==> src/rtl/tdp_pkg.sv <==
package tdp_pkg;
  typedef enum logic [1:0] {
    PH_IDLE  = 2'd0,
    PH_WAIT  = 2'd1,
    PH_PULSE = 2'd2
  } phase_e;
endpackage

==> src/rtl/tdp_edge_qual.sv <==
module tdp_edge_qual (
  input  logic clk,
  input  logic rst_n,
  input  logic trig_i,
  input  logic ce_n_i,
  input  logic busy_i,
  output logic start_o
);
  logic trig_q;
  logic trig_d;

  always_comb begin
    trig_d  = trig_i;
    start_o = trig_i & ~trig_q & ~ce_n_i & ~busy_i;
  end

  always_ff @(posedge clk or negedge rst_n) begin
    if (!rst_n) trig_q <= 1'b0;
    else        trig_q <= trig_d;
  end
endmodule

==> src/rtl/tdp_delay_ctr.sv <==
module tdp_delay_ctr #(
  parameter int CODE_W  = 8,
  parameter int MIN_LAT = 2
) (
  input  logic              clk,
  input  logic              rst_n,
  input  logic              start_i,
  input  logic [CODE_W-1:0] code_i,
  output logic              active_o,
  output logic              expire_o
);
  localparam int CNT_W = $clog2(MIN_LAT + (1 << CODE_W));

  logic [CNT_W-1:0] cnt_q, cnt_d;
  logic             act_q, act_d;
  logic             en;

  always_comb begin
    en       = start_i | act_q;
    cnt_d    = cnt_q;
    act_d    = act_q;
    expire_o = act_q && (cnt_q == '0);
    if (start_i) begin
      act_d = 1'b1;
      cnt_d = CNT_W'(MIN_LAT - 1) + {{(CNT_W-CODE_W){1'b0}}, code_i};
    end else if (act_q) begin
      if (cnt_q == '0) act_d = 1'b0;
      else             cnt_d = cnt_q - CNT_W'(1);
    end
    active_o = act_q;
  end

  always_ff @(posedge clk or negedge rst_n) begin
    if (!rst_n) begin
      act_q <= 1'b0;
      cnt_q <= '0;
    end else if (en) begin
      act_q <= act_d;
      cnt_q <= cnt_d;
    end
  end
endmodule

==> src/rtl/tdp_pulse_gen.sv <==
module tdp_pulse_gen #(
  parameter int PULSE_W = 3
) (
  input  logic clk,
  input  logic rst_n,
  input  logic fire_i,
  output logic pulse_o
);
  localparam int PC_W = (PULSE_W > 1) ? $clog2(PULSE_W) : 1;

  logic [PC_W-1:0] pc_q, pc_d;
  logic            on_q, on_d;
  logic            en;

  always_comb begin
    en   = fire_i | on_q;
    pc_d = pc_q;
    on_d = on_q;
    if (fire_i) begin
      on_d = 1'b1;
      pc_d = PC_W'(PULSE_W - 1);
    end else if (on_q) begin
      if (pc_q == '0) on_d = 1'b0;
      else            pc_d = pc_q - PC_W'(1);
    end
    pulse_o = on_q;
  end

  always_ff @(posedge clk or negedge rst_n) begin
    if (!rst_n) begin
      on_q <= 1'b0;
      pc_q <= '0;
    end else if (en) begin
      on_q <= on_d;
      pc_q <= pc_d;
    end
  end
endmodule

==> src/rtl/trig_delay_pulser.sv <==
module trig_delay_pulser #(
  parameter int CODE_W  = 8,
  parameter int MIN_LAT = 2,
  parameter int PULSE_W = 3
) (
  input  logic              clk,
  input  logic              rst_n,
  input  logic              trig_i,
  input  logic              ce_n_i,
  input  logic [CODE_W-1:0] code_i,
  output logic              pulse_o,
  output logic              busy_o
);
  import tdp_pkg::*;

  logic   start, wait_act, expire, pulse;
  phase_e phase;

  tdp_edge_qual u_qual (
    .clk     (clk),
    .rst_n   (rst_n),
    .trig_i  (trig_i),
    .ce_n_i  (ce_n_i),
    .busy_i  (busy_o),
    .start_o (start)
  );

  tdp_delay_ctr #(.CODE_W(CODE_W), .MIN_LAT(MIN_LAT)) u_dly (
    .clk      (clk),
    .rst_n    (rst_n),
    .start_i  (start),
    .code_i   (code_i),
    .active_o (wait_act),
    .expire_o (expire)
  );

  tdp_pulse_gen #(.PULSE_W(PULSE_W)) u_pls (
    .clk     (clk),
    .rst_n   (rst_n),
    .fire_i  (expire),
    .pulse_o (pulse)
  );

  always_comb begin
    if (pulse)         phase = PH_PULSE;
    else if (wait_act) phase = PH_WAIT;
    else               phase = PH_IDLE;
    busy_o  = (phase != PH_IDLE);
    pulse_o = pulse;
  end
endmodule

==> config.mk <==
export PLATFORM = sky130hd
export DESIGN_NAME = trig_delay_pulser
export DESIGN_NICKNAME = d
export VERILOG_FILES = /design/src/rtl/tdp_pkg.sv /design/src/rtl/tdp_edge_qual.sv /design/src/rtl/tdp_delay_ctr.sv /design/src/rtl/tdp_pulse_gen.sv /design/src/rtl/trig_delay_pulser.sv
export SDC_FILE = /design/constraint.sdc
export NUM_CORES = 1
export LEC_CHECK = 0
export CORE_UTILIZATION = 49
export CTS_BUF_LIST = sky130_fd_sc_hd__clkbuf_8 sky130_fd_sc_hd__clkbuf_16
export CTS_CLUSTER_SIZE = 24
export DETAILED_ROUTE_END_ITERATION = 10
export DONT_BUFFER_PORTS = 1
export PLACE_DENSITY = 0.65
export SKIP_LAST_GASP = 1
export SLEW_MARGIN = 25
export SYNTH_ARGS = -nofsm -noshare
export SYNTH_HDL_FRONTEND = slang
export SYNTH_HIERARCHICAL = 1
export SYNTH_SLANG_ARGS = --single-unit
==> constraint.sdc <==
create_clock -name clk -period 2.4 [get_ports clk]
set_input_delay 0.48 -clock clk [delete_from_list [all_inputs] [get_ports clk]]
set_output_delay 0.48 -clock clk [all_outputs]
set_load 0.05 [all_outputs]
==> run_results.csv <==
group,metric,value,unit
worst_setup_path,critical_path_required,2.52,ns
sta,finalHoldWorstSlack,0.265,ns
worst_setup_path,worst_setup_path_end_kind,"register",
layout,num_antenna_cells,0,
layout,drive_above_1_share,16.0,%
layout,nNetsFinal,110,
synthesis,syn-mean-instance-area,10.3,um^2
cts,cts_buffers,3,
cts,clk_root_buffer_cell,"sky130_fd_sc_hd__clkbuf_8",
sta,fmax,449,MHz
synthesis,netlist_area_pre_place,906,um^2
sta,worstMarginPinSlew,0.620,ns
synthesis,post-synth-top-area-cell,"sky130_fd_sc_hd__dfrtp_1",
routing,remaining_drc_errors,0,
sta,period_share,92.9,%
routing,top_layer_used,"met4",
cts,worst_skew_pair.late_latency,0.24,ns
worst_setup_path,criticalPathCategory,"reg2reg",
global_routing,total_global_routing_overflow,0,
layout,area.growth.synth_to_final,11.5,%
placement,post-dp-hpwl,1130,um
layout,final_core_util,58.5,%
global_routing,grt_usage,17.7,%
global_routing,antenna_found_initial,0,
routing,drt_iter0_drc,12,
routing,route.layer.met1.wl,779,um
routing,route.antenna.remaining_nets,0,
sta,period_needed,2.23,ns
placement,numPortBuffers,0,
layout,final.fill_count,161,
die,core_area,1730,um^2
synthesis,total_of_flip_flops_plus_latches_after_synthesis,14,
synthesis,synth.yosys.seq_area_share,38.7,%
flow_run,maxCapViolations,0,
cts,clk_pin_slew_worst_paths,0.06,ns
run_status,outcome,"finished, final reports clean",
routing,detail_route.wl_per_cell,13.5,um
routing,detailroute.via_count,659,
routing,drt_pre_antenna_iters,4,
global_routing,number_of_global_route_vias_before_repair,597,
sta,finalHoldViolations,0,
cts,cts.sinks,14,
routing,wirelength,1610,um
worst_hold_path,hp-class,"in2reg",
routing,vias_per_cell,5.54,
worst_setup_path,crit_path_start_kind,"register",
synthesis,synth.yosys.warnings,6,
global_routing,maximum_number_of_pins_on_one_net_before_global_route_repair,16,
pwr,power_density,1020,nW/um^2
cts,cts_hold_repair.buffers,1,
routing,detailroute.wirelength.met2,736,um
die,die_height,45.0,um
synthesis,synth_enable_flop_cells,0,
global_routing,wire_length_of_the_first_global_routing_pass,2480,um
die,io-pin-count,14,
synthesis,mappedNetlistNets,103,
die,die_area,2020,um^2
sta,fin_skew,0.00283,ns
sta,slew_violations,0,
cts,postCtsResizedCells,0,
cts,cts-htree-levels,1,
pwr,max-vdd-ir-drop,0.707,mV
cts,post_cts_buffers,0,
synthesis,yosys-top-cells-count,"14 x sky130_fd_sc_hd__dfrtp_1, 6 x sky130_fd_sc_hd__mux2i_1, 6 x sky130_fd_sc_hd__xnor2_1, 5 x sky130_fd_sc_hd__inv_1, 5 x sky130_fd_sc_hd__nor2_1",
cts,cts_max_path_buffers,2,
die,x_dimension_of_the_die,45.0,um
synthesis,netlist_instances,88,
die,floorplan.rows,15,
sta,fin_setup_tns,0,ns
synthesis,synthTopCellsByArea,"sky130_fd_sc_hd__dfrtp_1 39%, sky130_fd_sc_hd__mux2i_1 6.6%, sky130_fd_sc_hd__xnor2_1 5.8%",
synthesis,synth_cell_types,39,
synthesis,yosysTopAreaCellShare,38.7,%
synthesis,synth_top_flop_cell,"sky130_fd_sc_hd__dfrtp_1",
pwr,leakage_power_figure,0.386,nW
worst_setup_path,worstPathArrival,2.35,ns
placement,gp_routability_congestion,0.838,
worst_setup_path,critical_path_peak_fanout,5,
sta,setup_violations,0,
synthesis,synth_most_common_cell,"sky130_fd_sc_hd__dfrtp_1",
routing,met3_wirelength,81,um
synthesis,synthArstFlopShare,100,%
sta,max_slew_margin,58.5,%
die,initial_utilization,52.5,%
sta,rsz0062_at_grt,"no",
cts,cts_tree,"yes",
[flip-flops by register name, summed over array words and instances (netlist names)]
signal	cells
u_dly/cnt_q	9
u_pls/pc_q	2
u_dly/active_o	1
u_pls/pulse_o	1
u_qual/trig_q	1
[worst max-delay path, stage by stage, from the launching register on]
cell	delay, ns
sky130_fd_sc_hd__dfrtp_1	0.39
sky130_fd_sc_hd__inv_1	0.09
sky130_fd_sc_hd__ha_1	0.22
sky130_fd_sc_hd__or3b_1	0.42
sky130_fd_sc_hd__or3_1	0.41
sky130_fd_sc_hd__nor2_1	0.24
sky130_fd_sc_hd__nor2b_1	0.08
sky130_fd_sc_hd__mux2_4	0.27
[metal layers]
layer | GRT usage, % | vias up
li1 | - | 327
met1 | 22.7 | 305
met2 | 29.0 | 25
met3 | 4.80 | 2
met4 | 5.45 | 0
met5 | 0 | -
[layout by cell type (no fill, tap or decap), drive strengths merged, types with 2 or more instances in the layout]
cell | synthesis | final
a22oi | 2 | 2
mux2i | 6 | 6
inv | 5 | 5
xnor2 | 6 | 6
nand2 | 3 | 3
clkbuf | 0 | 4
a2111oi | 2 | 2
o31ai | 2 | 2
nand2b | 2 | 2
buf | 2 | 3
or3 | 3 | 3
nand4 | 2 | 2
nor2 | 5 | 5
xor2 | 3 | 3
a21oi | 3 | 3
ha | 3 | 3
or2 | 3 | 3
nand3 | 2 | 2
nor2b | 3 | 3
nor3 | 3 | 3
dfrtp | 14 | 14
[through the flow]
| step | power (W) | worst slack [ns] | cell area (um^2) | std cells |
|---|---|---|---|---|
| CTS | 0.00104 | 0.176 | 1010 | 119 |
| floorplan | 0.000732 | 0.193 | 906 | 88 |
| finish | 0.00103 | 0.171 | 1010 | 119 |
| detailed placement | 0.000787 | 0.214 | 945 | 114 |
| global placement | 0.000785 | 0.312 | 945 | 114 |
| global route | 0.00110 | 0.0643 | 1010 | 119 |
[path summary, 6_finish.rpt]
| kind | slack (ns) | to | startpoint | cells past startpoint |
|---|---|---|---|---|
| max in group asynchronous | 1.30 | u_dly/cnt_q[2]$_DFFE_PN0P_ | rst_n | 1 |
| worst min register to register | 0.56 | u_pls/pc_q[1]$_DFFE_PN0P_ | u_pls/pc_q[1]$_DFFE_PN0P_ | 2 |
| worst max-delay path | 0.17 | u_pls/pc_q[0]$_DFFE_PN0P_ | u_dly/cnt_q[0]$_DFFE_PN0P_ | 7 |
| worst max register to register | 0.17 | u_pls/pc_q[0]$_DFFE_PN0P_ | u_dly/cnt_q[0]$_DFFE_PN0P_ | 7 |
| worst min-delay path | 0.26 | u_qual/trig_q$_DFF_PN0_ | trig_i | 0 |
| min in group asynchronous | 0.69 | u_dly/cnt_q[3]$_DFFE_PN0P_ | rst_n | 1 |
[cell type report]
type                       instances  area [um^2]  share of cell area (%)
sequential                        14          350                    34.7
inverter                           5         18.8                    1.86
tap                               25         31.3                    3.10
clock buffer                       4         55.1                    5.45
multi-input combinational         67          522                    51.7
timing repair buffer               4         32.5                    3.22
[logic make-up (layout without fill, tap and decap cells)]
family	after synthesis	in the layout	synth area share (%)
xor gates and xnor gates	9	9	8.70
AOI/OAI and AO/OA	14	14	12.0
DFF	14	14	38.7
buffers and inverters	7	13	3.73
muxes	7	7	8.29
and+or+nand+nor	34	34	24.4
adders and majority gates	3	3	4.14
[power breakdown]
part | internal [W] | switching, W
Clock | 0.000145 | 0.0000796
Combinational | 0.000187 | 0.000210
Sequential | 0.000323 | 0.0000891
Total | 0.000655 | 0.000379
Note: power is estimated with default switching activity, not from simulation.
